===== src/rtl/dtg_pkg.sv =====
package dtg_pkg;
  localparam int ADDR_W = 4;
  localparam int REG_W  = 32;
  localparam int NSEG   = 4;

  localparam logic [ADDR_W-1:0] A_CMD  = 4'h0;
  localparam logic [ADDR_W-1:0] A_STAT = 4'h1;
  localparam logic [ADDR_W-1:0] A_MASK = 4'h2;
  localparam logic [ADDR_W-1:0] A_POL  = 4'h3;

  // upper address bits that select a timing bank
  localparam logic [1:0] BANK_H = 2'b01;
  localparam logic [1:0] BANK_V = 2'b10;

  // segment index inside a bank; the order is the scan order
  typedef enum logic [1:0] {
    SEG_SYNC  = 2'd0,
    SEG_BACK  = 2'd1,
    SEG_ACT   = 2'd2,
    SEG_FRONT = 2'd3
  } seg_e;

  // polarity bit positions
  localparam int POL_HS = 0;
  localparam int POL_VS = 1;
  localparam int POL_DE = 2;
  localparam int POL_PD = 3;
endpackage


===== src/rtl/dtg_regs.sv =====
module dtg_regs
  import dtg_pkg::*;
#(
  parameter int CW = 12
) (
  input  logic                          clk,
  input  logic                          rst_n,
  input  logic                          wr_i,
  input  logic [ADDR_W-1:0]             addr_i,
  input  logic [REG_W-1:0]              wdata_i,
  output logic [REG_W-1:0]              rdata_o,
  input  logic                          frame_start_i,
  output logic                          run_o,
  output logic [3:0]                    pol_o,
  output logic [NSEG-1:0][CW-1:0]       hseg_o,
  output logic [NSEG-1:0][CW-1:0]       vseg_o,
  output logic                          irq_o
);
  logic                    cmd_q, cmd_d;
  logic                    stat_q, stat_d;
  logic                    mask_q, mask_d;
  logic [3:0]              pol_q, pol_d;
  logic [NSEG-1:0][CW-1:0] hseg_q, hseg_d;
  logic [NSEG-1:0][CW-1:0] vseg_q, vseg_d;
  logic                    clr_hit;
  logic                    unused_wbits;

  assign unused_wbits = ^wdata_i[REG_W-1:CW];
  assign clr_hit = wr_i && (addr_i == A_STAT) && wdata_i[0];

  always_comb begin
    cmd_d  = cmd_q;
    mask_d = mask_q;
    pol_d  = pol_q;
    hseg_d = hseg_q;
    vseg_d = vseg_q;
    stat_d = stat_q;
    if (wr_i) begin
      if (addr_i == A_CMD)  cmd_d  = wdata_i[0];
      if (addr_i == A_MASK) mask_d = wdata_i[0];
      if (addr_i == A_POL)  pol_d  = wdata_i[3:0];
      if (addr_i[3:2] == BANK_H) hseg_d[addr_i[1:0]] = wdata_i[CW-1:0];
      if (addr_i[3:2] == BANK_V) vseg_d[addr_i[1:0]] = wdata_i[CW-1:0];
    end
    if (clr_hit)       stat_d = 1'b0;
    if (frame_start_i) stat_d = 1'b1;
  end

  always_ff @(posedge clk or negedge rst_n) begin
    if (!rst_n) begin
      cmd_q  <= 1'b0;
      stat_q <= 1'b0;
      mask_q <= 1'b0;
      pol_q  <= '0;
      hseg_q <= '0;
      vseg_q <= '0;
    end else begin
      cmd_q  <= cmd_d;
      stat_q <= stat_d;
      mask_q <= mask_d;
      pol_q  <= pol_d;
      hseg_q <= hseg_d;
      vseg_q <= vseg_d;
    end
  end

  always_comb begin
    rdata_o = '0;
    case (addr_i[3:2])
      2'b00: begin
        case (addr_i[1:0])
          2'd0: rdata_o[0]   = cmd_q;
          2'd1: rdata_o[0]   = stat_q;
          2'd2: rdata_o[0]   = mask_q;
          default: rdata_o[3:0] = pol_q;
        endcase
      end
      BANK_H:  rdata_o[CW-1:0] = hseg_q[addr_i[1:0]];
      BANK_V:  rdata_o[CW-1:0] = vseg_q[addr_i[1:0]];
      default: rdata_o = '0;
    endcase
  end

  assign run_o  = cmd_q;
  assign pol_o  = pol_q;
  assign hseg_o = hseg_q;
  assign vseg_o = vseg_q;
  assign irq_o  = stat_q & mask_q;

  AST_STAT_SET: assert property (@(posedge clk) disable iff (!rst_n)
    frame_start_i |=> stat_q);
  AST_STAT_STICKY: assert property (@(posedge clk) disable iff (!rst_n)
    (stat_q && !clr_hit) |=> stat_q);
  AST_STAT_CLEAR: assert property (@(posedge clk) disable iff (!rst_n)
    (clr_hit && !frame_start_i) |=> !stat_q);
endmodule


===== src/rtl/dtg_axis.sv =====
module dtg_axis
  import dtg_pkg::*;
#(
  parameter int CW = 12
) (
  input  logic                    clk,
  input  logic                    rst_n,
  input  logic                    run_i,
  input  logic                    step_i,
  input  logic                    load_i,
  input  logic [NSEG-1:0][CW-1:0] seg_new_i,
  output logic                    wrap_o,
  output logic                    at_zero_o,
  output logic                    in_sync_o,
  output logic                    in_act_o,
  output logic [CW-1:0]           coord_o
);
  localparam int PW = CW + 3;
  localparam logic [PW-1:0] ONE = PW'(1);

  logic [NSEG-1:0][CW-1:0] seg_q, seg_d;
  logic [PW-1:0]           pos_q, pos_d;
  logic [PW-1:0]           edge_sync, edge_back, edge_act, total;
  logic [PW-1:0]           offs;
  logic                    last;

  function automatic logic [PW-1:0] widen(input logic [CW-1:0] v);
    return {{(PW-CW){1'b0}}, v};
  endfunction

  // exclusive end of each segment, in scan order
  assign edge_sync = widen(seg_q[SEG_SYNC]) + ONE;
  assign edge_back = edge_sync + widen(seg_q[SEG_BACK]) + ONE;
  assign edge_act  = edge_back + widen(seg_q[SEG_ACT]) + ONE;
  assign total     = edge_act + widen(seg_q[SEG_FRONT]) + ONE;
  assign last      = (pos_q == total - ONE);

  always_comb begin
    pos_d = pos_q;
    if (!run_i)      pos_d = '0;
    else if (step_i) pos_d = last ? '0 : pos_q + ONE;
    seg_d = load_i ? seg_new_i : seg_q;
  end

  always_ff @(posedge clk or negedge rst_n) begin
    if (!rst_n) begin
      pos_q <= '0;
      seg_q <= '0;
    end else begin
      pos_q <= pos_d;
      seg_q <= seg_d;
    end
  end

  assign offs      = pos_q - edge_back;
  assign wrap_o    = run_i && step_i && last;
  assign at_zero_o = (pos_q == '0);
  assign in_sync_o = run_i && (pos_q < edge_sync);
  assign in_act_o  = run_i && (pos_q >= edge_back) && (pos_q < edge_act);
  assign coord_o   = in_act_o ? offs[CW-1:0] : '0;

  AST_POS_BOUND: assert property (@(posedge clk) disable iff (!rst_n)
    run_i |-> (pos_q < total));
  AST_IDLE_ORIGIN: assert property (@(posedge clk) disable iff (!rst_n)
    !run_i |=> (pos_q == '0));
endmodule


===== src/rtl/disp_timing_gen.sv =====
module disp_timing_gen
  import dtg_pkg::*;
#(
  parameter int CW = 12,
  parameter int DW = 24
) (
  input  logic              clk,
  input  logic              rst_n,
  input  logic              reg_wr_i,
  input  logic [3:0]        reg_addr_i,
  input  logic [31:0]       reg_wdata_i,
  output logic [31:0]       reg_rdata_o,
  input  logic [DW-1:0]     pix_data_i,
  output logic              hsync_o,
  output logic              vsync_o,
  output logic              de_o,
  output logic              visible_o,
  output logic [CW-1:0]     pix_x_o,
  output logic [CW-1:0]     line_y_o,
  output logic [DW-1:0]     pix_data_o,
  output logic              irq_o
);
  logic                    run;
  logic [3:0]              pol;
  logic [NSEG-1:0][CW-1:0] hseg, vseg;
  logic                    h_wrap, v_wrap, h_zero, v_zero;
  logic                    h_sync, v_sync, h_act, v_act;
  logic [CW-1:0]           h_coord, v_coord;
  logic                    frame_start, load;
  logic                    vis;

  assign frame_start = run && h_zero && v_zero;
  assign load        = !run || v_wrap;

  dtg_regs #(.CW(CW)) u_regs (
    .clk(clk), .rst_n(rst_n),
    .wr_i(reg_wr_i), .addr_i(reg_addr_i), .wdata_i(reg_wdata_i),
    .rdata_o(reg_rdata_o), .frame_start_i(frame_start),
    .run_o(run), .pol_o(pol), .hseg_o(hseg), .vseg_o(vseg), .irq_o(irq_o)
  );

  dtg_axis #(.CW(CW)) u_h (
    .clk(clk), .rst_n(rst_n), .run_i(run), .step_i(1'b1), .load_i(load),
    .seg_new_i(hseg), .wrap_o(h_wrap), .at_zero_o(h_zero),
    .in_sync_o(h_sync), .in_act_o(h_act), .coord_o(h_coord)
  );

  dtg_axis #(.CW(CW)) u_v (
    .clk(clk), .rst_n(rst_n), .run_i(run), .step_i(h_wrap), .load_i(load),
    .seg_new_i(vseg), .wrap_o(v_wrap), .at_zero_o(v_zero),
    .in_sync_o(v_sync), .in_act_o(v_act), .coord_o(v_coord)
  );

  assign vis        = h_act && v_act;
  assign visible_o  = vis;
  assign pix_x_o    = vis ? h_coord : '0;
  assign line_y_o   = vis ? v_coord : '0;
  assign hsync_o    = pol[POL_HS] ? h_sync : !h_sync;
  assign vsync_o    = pol[POL_VS] ? v_sync : !v_sync;
  assign de_o       = pol[POL_DE] ? vis : !vis;
  assign pix_data_o = vis ? (pol[POL_PD] ? pix_data_i : ~pix_data_i)
                          : {DW{!pol[POL_PD]}};

  AST_STOPPED_QUIET: assert property (@(posedge clk) disable iff (!rst_n)
    !run |-> (!visible_o && pix_x_o == '0 && line_y_o == '0));
  AST_SYNC_NOT_VISIBLE: assert property (@(posedge clk) disable iff (!rst_n)
    visible_o |-> (!h_sync && !v_sync));
  AST_START_AT_SYNC: assert property (@(posedge clk) disable iff (!rst_n)
    $rose(run) |-> (h_sync && v_sync));
  AST_VWRAP_ON_HWRAP: assert property (@(posedge clk) disable iff (!rst_n)
    v_wrap |-> h_wrap);
endmodule


===== config.mk =====
export PLATFORM = sky130hd
export DESIGN_NAME = disp_timing_gen
export DESIGN_NICKNAME = d
export VERILOG_FILES = /design/src/rtl/dtg_pkg.sv /design/src/rtl/dtg_regs.sv /design/src/rtl/dtg_axis.sv /design/src/rtl/disp_timing_gen.sv
export SDC_FILE = /design/constraint.sdc
export NUM_CORES = 1
export LEC_CHECK = 0
export ABC_AREA = 1
export ABC_CLOCK_PERIOD_IN_PS = 7000
export BUFFER_PORTS_ARGS = -buffer_cell sky130_fd_sc_hd__buf_2
export CAP_MARGIN = 20
export CORE_MARGIN = 2
export CORE_UTILIZATION = 50
export CTS_CLUSTER_SIZE = 24
export DETAILED_ROUTE_END_ITERATION = 16
export PLACE_DENSITY = 0.68
export SYNTH_ARGS = -nofsm -noshare
export SYNTH_HDL_FRONTEND = slang
export SYNTH_SLANG_ARGS = --single-unit

===== constraint.sdc =====
create_clock -name clk -period 7 [get_ports clk]
set_clock_uncertainty 0.2 [all_clocks]
set_input_delay 1.4 -clock clk [delete_from_list [all_inputs] [get_ports clk]]
set_output_delay 1.4 -clock clk [all_outputs]
set_load 0.02 [all_outputs]

=== After elaboration in Yosys (flattened, before gate mapping) ===
Cells that the tools add are included.
W data, S select, Z words.

* Register bits: 229
* Bits of input ports: 63
* Output and inout bits: 85

* Add/subtract/negate cells: 20
* Magnitude comparators: 8
* Equal/unequal tests: 10
* Multiplexer cells: 28
* Bitwise gates (word level): 2
* Reductions and logical operators: 33

{| class="wikitable"
|+ Operator list
! operator !! number
|-
| $add A15 B1 Y15 const B || 8
|-
| $bwmux W48 || 2
|-
| $add A15 B12 Y15 || 6
|-
| $mux W12 || 7
|-
| $mux W15 || 5
|-
| $bmux W12 S2 || 2
|-
| $mux W24 || 2
|-
| $eq A15 B15 Y1 || 2
|-
| $ge A15 B15 Y1 || 2
|-
| $logic_not A15 Y1 || 2
|-
| $lt A15 B13 Y1 || 2
|-
| $lt A15 B15 Y1 || 2
|-
| $sub A15 B1 Y15 const B || 2
|-
| $add A12 B1 Y13 const B || 2
|-
| $demux W12 S2 || 1
|-
| $not A24 Y24 || 1
|-
| $sub A12 B12 Y12 || 2
|-
| $pmux W8 S2 || 1
|-
| $logic_and A1 B1 Y1 || 15
|-
| $pmux W4 S3 || 1
|-
| $reduce_and A2 Y1 || 5
|-
| $eq A4 B2 Y1 const B || 2
|-
| $logic_not A1 Y1 || 5
|-
| $mux W1 || 5
|-
| other kinds (14) || 17
|}

=== Logic depth before layout (Yosys ltp) ===
Gate-level depths: netlist of the first run.

* Depth after elaboration: 13
* Mapped depth: 42
* Mapped depth without buffers: 40

=== Cells and area by module ===
From an unflattened synthesis of the first run, not the netlist that was laid out.

* Cell total of the unflattened synthesis: 2671
* Area, all modules: 19363.6 sq um

{| class="wikitable"
|+ By module, submodules not included
! module !! instances !! cells each !! area each (sq um) !! sequential area each (sq um)
|-
| dtg_axis at u_v || 1 || 927 || 6804.0 || 1576.5
|-
| dtg_axis at u_h || 1 || 939 || 6726.5 || 1576.5
|-
| dtg_regs || 1 || 631 || 5022.3 || 2577.5
|-
| disp_timing_gen || 1 || 174 || 810.8 || 0.0
|}

=== Least setup slack after synthesis of the first run ===
No wires, ideal clock.

* Path kind: register -> output
* Start point: register u_v.seg_q[2] (netlist bit)
* End point: output port pix_data_o[18]
* Arrival: 4.892 ns
* Required time: 5.400 ns
* Path slack: 0.508 ns
* Stages on the path, launching flop included: 35
* Cell sequence: dfrtp_1 -> nand2_1 -> nor2_1 -> nand3_1 -> nor3_1 -> nand3_1 -> xor2_1 -> inv_1 -> ha_1 -> nand2_1 -> nor2_1 -> inv_1 -> nor2_1 -> nand2_1 -> nand3_1 -> nand2_1 -> nand2_1 -> inv_1 -> ha_1 -> nand2_1 -> nor2_1 -> nand3_1 -> nand3_1 -> nand3_2 -> inv_1 -> nand2_1 -> ha_1 -> nand2_1 -> inv_1 -> nand3_1 -> o221ai_1 -> a211oi_1 -> nand2_1 -> clkbuf_1 -> o21ai_0

* Cells in the longest elaborated chain, start to end: 9
* Elaborated cells on any way between the ends: 11
* Those cells by class: add/sub: 5; order compare: 2; mux: 1; reduce/logical: 3

{| class="wikitable"
|+ Ends and longest elaborated chain
! element !! RTL line !! RTL
|-
| from (decl) || dtg_axis.sv:21 || <nowiki>logic [NSEG-1:0][CW-1:0] seg_q, seg_d;</nowiki>
|-
| from (signal assigned) || dtg_axis.sv:51 || <nowiki>seg_q <= seg_d;</nowiki>
|-
| $add A12 B1 Y13 (*) || dtg_axis.sv:32 || <nowiki>assign edge_sync = widen(seg_q[SEG_SYNC]) + ONE;</nowiki>
|-
| $add A15 B12 Y15 (*) || dtg_axis.sv:33 || <nowiki>assign edge_back = edge_sync + widen(seg_q[SEG_BACK]) + ONE;</nowiki>
|-
| $add A15 B1 Y15 (*) || dtg_axis.sv:33 ||
|-
| $add A15 B12 Y15 || dtg_axis.sv:34 || <nowiki>assign edge_act = edge_back + widen(seg_q[SEG_ACT]) + ONE;</nowiki>
|-
| $add A15 B1 Y15 || dtg_axis.sv:34 ||
|-
| $lt A15 B15 Y1 || dtg_axis.sv:59 || <nowiki>assign in_act_o = run_i && (pos_q >= edge_back) && (pos_q < edge_act);</nowiki>
|-
| $logic_and A1 B1 Y1 (*) || dtg_axis.sv:59 ||
|-
| $logic_and A1 B1 Y1 (*) || disp_timing_gen.sv:54 || <nowiki>assign vis = h_act && v_act;</nowiki>
|-
| $mux W24 (*) || disp_timing_gen.sv:61 || <nowiki>assign pix_data_o = vis ? (pol[POL_PD] ? pix_data_i : ~pix_data_i)</nowiki>
|-
| to (decl) || disp_timing_gen.sv:20 || <nowiki>output logic [DW-1:0] pix_data_o,</nowiki>
|}

Every way passes the cells marked *; elsewhere a longest branch is shown, timed or not.

=== Worst setup path after layout of the first run ===
* Start point: register u_v.seg_q[1] (netlist bit)
* End point: output port pix_data_o[12]

Same word-level chain as after synthesis.

==> results of run 1 <==
==> worst max-delay path by stage <==
stage / from / to / cells after the start
final: u_v.seg_q[1] / pix_data_o[12] / 37
after CTS: u_v.seg_q[0] / pix_data_o[10] / 32
after global placement: u_v.seg_q[0] / line_y_o[8] / 33
after detailed placement: u_v.seg_q[1] / pix_data_o[17] / 32
after floorplan: u_v.seg_q[2] / pix_data_o[18] / 34
after global routing: u_v.seg_q[1] / pix_data_o[16] / 37
==> report_power, final <==
part           internal (uW)  switching (uW)
Sequential              1620             413
Combinational           2600            3850
Clock                    931             613
Total                   5150            4880
==> per-stage QoR <==
| stage | cell area (um2) | util | hold WS [ns] |
|---|---|---|---|
| after floorplan | 18500 | - | 0.268 |
| after global placement | 19600 | 0.537 | 0.291 |
| after detailed placement | 19600 | 0.537 | 0.297 |
| after CTS | 22100 | 0.606 | 0.313 |
| after global routing | 23900 | 0.655 | 0.337 |
| final | 23900 | 0.655 | 0.315 |
==> cells in the mapped netlist, types with 3 or more instances <==
| library cell | count |
|---|---|
| nand2_1 | 666 |
| inv_1 | 331 |
| nand3_1 | 255 |
| dfrtp_1 | 229 |
| nor2_1 | 167 |
| ha_1 | 164 |
| o21ai_0 | 139 |
| a21oi_1 | 122 |
| xor2_1 | 87 |
| nand3_2 | 47 |
| clkbuf_1 | 45 |
| a22oi_1 | 40 |
| nand4_1 | 35 |
| buf_4 | 26 |
| xnor2_1 | 24 |
| buf_2 | 22 |
| nor3_1 | 20 |
| nand2_2 | 13 |
| a31oi_1 | 12 |
| o21bai_1 | 12 |
| fa_1 | 8 |
| inv_2 | 8 |
| buf_6 | 6 |
| nand3b_1 | 5 |
| nor4_1 | 5 |
| o21ai_1 | 5 |
| or2_2 | 5 |
| a211oi_1 | 4 |
| a22o_1 | 4 |
| nor2_2 | 4 |
| o2bb2ai_1 | 4 |
| a21o_1 | 3 |
| buf_1 | 3 |
| nand2_4 | 3 |
| o211ai_1 | 3 |
| o221ai_1 | 3 |
==> worst max-delay path: cells and delay by family (launching register included) <==
kind	cells	cell delay, ns
simple gates	18	2.00
flops	1	0.44
fa+ha+maj	3	0.82
compound gates	6	0.92
buf+inv	8	0.84
xor+xnor	2	0.40
==> layout make-up <==
type / count / share of cell area
inverter: 341 / 0.0537
sequential: 229 / 0.240
multi-input combinational: 1912 / 0.523
tap: 468 / 0.0245
timing repair buffer: 291 / 0.118
clock buffer: 37 / 0.0311
clock inverter: 12 / 0.00880
==> registers in the layout, summed over array words and instances, names as in the netlist <==
register,cells
u_h.seg_q,48
u_regs.vseg_o,48
u_regs.stat_q,1
u_regs.pol_o,4
u_regs.mask_q,1
u_h.pos_q,15
u_regs.hseg_o,48
u_regs.run_o,1
u_v.seg_q,48
u_v.pos_q,15
==> per-layer routing <==
metal,up-vias,track usage,wire [um]
met1,9005,0.412,26400
li1,8831,-,-
met4,0,0.123,3130
met5,-,0,0
met2,790,0.481,29600
met3,176,0.0337,4460
==> cell families (layout without fill, tap and decap cells) <==
logic type / count (synthesis) / count (layout) / synth area share
AOI/OAI and AO/OA: 367 / 367 / 0.115
xor gates and xnor gates: 112 / 112 / 0.0540
adders and majority gates: 172 / 172 / 0.120
buffers and inverters: 443 / 681 / 0.0995
DFF: 229 / 229 / 0.311
other: 1 / 20 / 0.000204
and+or+nand+nor: 1235 / 1241 / 0.300
==> timing repair <==
| item | CTS | global route |
|---|---|---|
| gates resized for setup | 155 | 288 |
| cloned | 5 | 22 |
| pin swaps | 42 | 120 |
| buffers inserted | 83 | 43 |
| endpoints found under the setup margin | 50 | 161 |
==> metrics.txt, run 1 <==
status finished, violations left; failing checks setup timing; yosys synthesis warning count 0; Critical Path AT 6.00 ns; Die W 196 um; Final Critical Period 7.60 ns; global-route usage over all layers 0.299; worst r2r src u_v.seg_q[1]; DRC violation count after routing 0; r2r endpoint u_h.seg_q[20]; hold path cells 2; Hold Path Sink u_h.seg_q[24]; crit path max fanout 6; Yosys reg bits 229; Overflow after GRT 0; Worst Hold Class reg -> reg; fillers 2964; Total Nets Final 3037; LEAKAGE 0.0123 uW; Slew @ Worst Pin 1.21 ns; Syn Inst Count 2559; num rows 70; PortBufs 107; Final Hold Viols 0; diodes inserted 0; HPWL after DPL 41100 um; RSZ-0062 raised after global routing true; Slowest-stage cell, CP dfrtp_1; HP Start u_h.seg_q[24]; I/O pins 148; area occupied by registers 5740 um2; Clock Sinks 229; total power 10000 uW; cts hold-fix bufs 0; first-pass GRT wire length 91300 um; power per cell area 420 nW/um2; critical path type reg -> out; P&R area growth vs syn 29.7%; top cells by area, synth dfrtp_1 (31%), nand2_1 (14%), ha_1 (11%); critical path's largest stage delay 0.44 ns; vias post-DR 18800; Final ANT Viol Nets 0; H-Tree Depth 1; wire per inst 19.3 um; cts bufs inserted 27; post-synth top area share 0.311; drt first pass iters 5; die height 196 um; Setup crit end kind primary output; number of unique standard cell types used by synthesis 57; Clock Tree Root clkbuf_16; main flop type after synthesis dfrtp_1; CTS max path bufs 3; EDFF count, synth 0; Avg Inst Size Synth 7.20 um2; Clock transition at path regs 0.06 ns; initial antenna violation count 0; footprint of the multi-input gates 12500 um2; drt via density 5.71; Max IR drop VDD 0.234 mV; setup violators final 146; Setup WS post-layout -0.596 ns; cells on worst reg2reg path 56; 1st-iter DRT viols 1768; Max Clk Rate 0.132 GHz; cell area after synthesis 18400 um2; FFs w/ async S/R, synth 1.00; Final Slew Violations 0; GP Congestion 0.922; r2r setup slk -0.40 ns; initial core utilization 0.505; commonest non-fill, non-tap cell in the layout nand2_1; share of cells above drive strength 1 0.234; core area 36400 um2; Crit path required time 5.40 ns; max_slew headroom 0.191; TritonCTS clock tree yes; final wirelength 63600 um; final cell count without fillers 3290; Place WS -0.206 ns; TNS Setup -55.27 ns; dpl cells 3100; Yosys top cell by area dfrtp_1; max_cap viols 0; period utilization 1.09; vias in the first global route 17400; clock latency on the worst-skew pair 0.58 ns; full die area 38400 um2; largest net degree at the start of global routing 116; Critical Path Start Type flip-flop; sequential cell area fraction in the yosys report 0.311; most frequent cells in the layout nand2_1 (631), inv_1 (320), dfrtp_1 (226), nand3_1 (190), nor2_1 (142)
Note: power is estimated with default switching activity, not from simulation.
==> run 2: changes to the inputs <==
--- a/config.mk
+++ b/config.mk
@@ -9,11 +9,13 @@
 export ABC_CLOCK_PERIOD_IN_PS = 7000
 export BUFFER_PORTS_ARGS = -buffer_cell sky130_fd_sc_hd__buf_2
 export CAP_MARGIN = 20
+export CELL_PAD_IN_SITES_DETAIL_PLACEMENT = 0
+export CELL_PAD_IN_SITES_GLOBAL_PLACEMENT = 1
 export CORE_MARGIN = 2
-export CORE_UTILIZATION = 50
+export CORE_UTILIZATION = 45
 export CTS_CLUSTER_SIZE = 24
 export DETAILED_ROUTE_END_ITERATION = 16
-export PLACE_DENSITY = 0.68
+export PLACE_DENSITY_LB_ADDON = 0.1
 export SYNTH_ARGS = -nofsm -noshare
 export SYNTH_HDL_FRONTEND = slang
 export SYNTH_SLANG_ARGS = --single-unit
==> run 2 against run 1 <==
The flow still finishes with violations (setup timing). Sequential share of layout area is 0.94 points higher. Non-clock buffer count down 3. Flip-flop and latch count stayed put. Cell count rose by 1.6%. Critical path type unchanged. Highest routed layer unchanged.
==> metrics.txt, run 2 (synthesized netlist as in run 1, its figures left out) <==
status finished, violations left; failing checks setup timing; commonest non-fill, non-tap cell in the layout nand2_1; Final Critical Period 7.19 ns (-0.406 ns); TritonCTS clock tree yes; DRC violation count after routing 0 (unchanged); Critical Path Start Type flip-flop; Setup crit end kind primary output; dpl cells 3191 (+2.9%); period utilization 1.03 (-0.0580); global-route usage over all layers 0.283 (-0.0159); Final Slew Violations 0 (unchanged); drt first pass iters 6 (+1); GP Congestion 0.905 (-1.9%); Max Clk Rate 0.139 GHz (+5.6%); max_cap viols 0 (unchanged); met2 Use GR 0.454 (-0.0265); Overflow after GRT 0 (unchanged); crit path max fanout 8 (+2); first-pass GRT wire length 94300 um (+3.2%); Final ANT Viol Nets 0 (unchanged); PortBufs 107 (unchanged); Place WS -0.0301 ns (+0.176 ns); Most Frequent Cell on Critical Path nand2_1; Total Nets Final 3029 (-0.26%); global route hottest layer met2; clock latency on the worst-skew pair 0.59 ns (about the same); TNS Setup -5.23 ns (+50.04 ns); Clock Sinks 229 (unchanged); vias post-DR 17800 (-5.4%); Max IR drop VDD 0.211 mV (-9.8%); drt via density 5.32 (-6.9%); initial antenna violation count 0 (unchanged); CTS max path bufs 3 (unchanged); power per cell area 417 nW/um2 (-0.56%); share of cells above drive strength 1 0.206 (-0.0276); worst r2r src u_v.seg_q[1]; wire per inst 17.9 um (-7.4%); Worst Hold Class reg -> reg; Clock Tree Root clkbuf_16; r2r setup slk 0.80 ns (+1.20 ns); Hold Path Sink u_h.seg_q[12]; H-Tree Depth 1 (unchanged); core area 40600 um2 (+12%); RSZ-0062 raised after global routing true; die height 206 um (+5.3%); HP Start u_h.seg_q[12]; critical path type reg -> out; Crit path required time 5.40 ns (about the same); Die W 206 um (+5.3%); Slowest-stage cell, CP dfrtp_2; max_slew headroom 0.380 (+0.189); Placed Area 19800 um2 (+1.4%); P&R area growth vs syn 24.8%; most frequent cells in the layout nand2_1 (646), inv_1 (327), nand3_1 (246), dfrtp_1 (224), buf_4 (176); final core occ 0.566 (-0.0898); num rows 74 (+5.7%); Slew @ Worst Pin 0.928 ns (-0.286 ns); final cell count without fillers 3344 (+1.6%); Setup WS post-layout -0.190 ns (+0.406 ns); vias in the first global route 17400 (-0.18%); cells on worst reg2reg path 41 (-27%); diodes inserted 0 (unchanged); I/O pins 148 (unchanged); cts bufs inserted 28 (+3.7%); LEAKAGE 0.0121 uW (-2.2%); largest net degree at the start of global routing 145 (+25%); setup violators final 43 (-71%); Final Cell Area 23000 um2 (-3.7%); met3 GRT Util 0.0293 (-0.00437); initial core utilization 0.453 (-0.0524); HPWL after DPL 43300 um (+5.3%); final wirelength 59900 um (-5.8%); r2r endpoint u_v.seg_q[3]; Clock transition at path regs 0.06 ns (about the same); met1 global-route usage 0.404 (-0.00809); critical path's largest stage delay 0.42 ns (-0.02 ns); full die area 42600 um2 (+11%); 1st-iter DRT viols 1157 (-35%); hold path cells 2 (unchanged); Critical Path AT 5.59 ns (-0.41 ns); Final Hold Viols 0 (unchanged)
==> run 2: per-stage QoR <==
| stage | hold slack (ns) | total power, uW |
|---|---|---|
| 2_1_floorplan | 0.268 | 5850 |
| 3_3_place_gp | 0.292 | 7200 |
| 3_5_place_dp | 0.299 | 7280 |
| 4_1_cts | 0.316 | 9280 |
| 5_1_grt | 0.336 | 10600 |
| 6_report | 0.311 | 9600 |
==> run 2: what timing repair did <==
action,CTS,global route
setup buffers,86,22
hold buffers,0,0
pin swaps,49,55
gates cloned,5,0
resized for setup,200,117
setup endpoints to repair,50,51
==> run 2: layer usage <==
layer | share of wire | wire length [um]
met3 | 0.046 | 2760
met4 | 0.030 | 1780
met1 | 0.48 | 28500
met5 | 0 | 0
met2 | 0.45 | 26900
==> run 2: how the worst max path moves through the flow <==
| stage | from | end | cells after the start |
|---|---|---|---|
| final | u_v.seg_q[1] | pix_data_o[15] | 31 |
| after global routing | u_v.seg_q[2] | pix_data_o[15] | 39 |
| after CTS | u_v.seg_q[0] | pix_data_o[15] | 37 |
| after detailed placement | u_v.seg_q[0] | pix_data_o[1] | 36 |
| after global placement | u_v.seg_q[1] | pix_data_o[4] | 36 |
| after floorplan | u_v.seg_q[2] | pix_data_o[18] | 34 |
==> run 2: cell type report <==
cell class	instances	area, um2
clock buffer	40	806
clock inverter	8	144
fill	3771	17700
inverter	341	1290
multi-input combinational	1906	12000
sequential	229	5740
tap	532	666
timing repair buffer	288	2330
==> run 2: power by group <==
| part | switching (uW) | leakage, uW | internal (uW) |
|---|---|---|---|
| Combinational | 3600 | 0.00863 | 2450 |
| Sequential | 413 | 0.00296 | 1620 |
| Clock | 598 | 0.000465 | 907 |
==> run 2: worst max-delay path: cells and delay by family, from the launching register on <==
kind	cells	cell delay [ns]
adder cells (fa/ha/maj)	4	1.12
AO/OA/AOI/OAI	8	1.12
buffers and inverters	7	0.88
AND/OR/NAND/NOR	9	0.84
XOR/XNOR	3	0.58
flip-flops	1	0.42
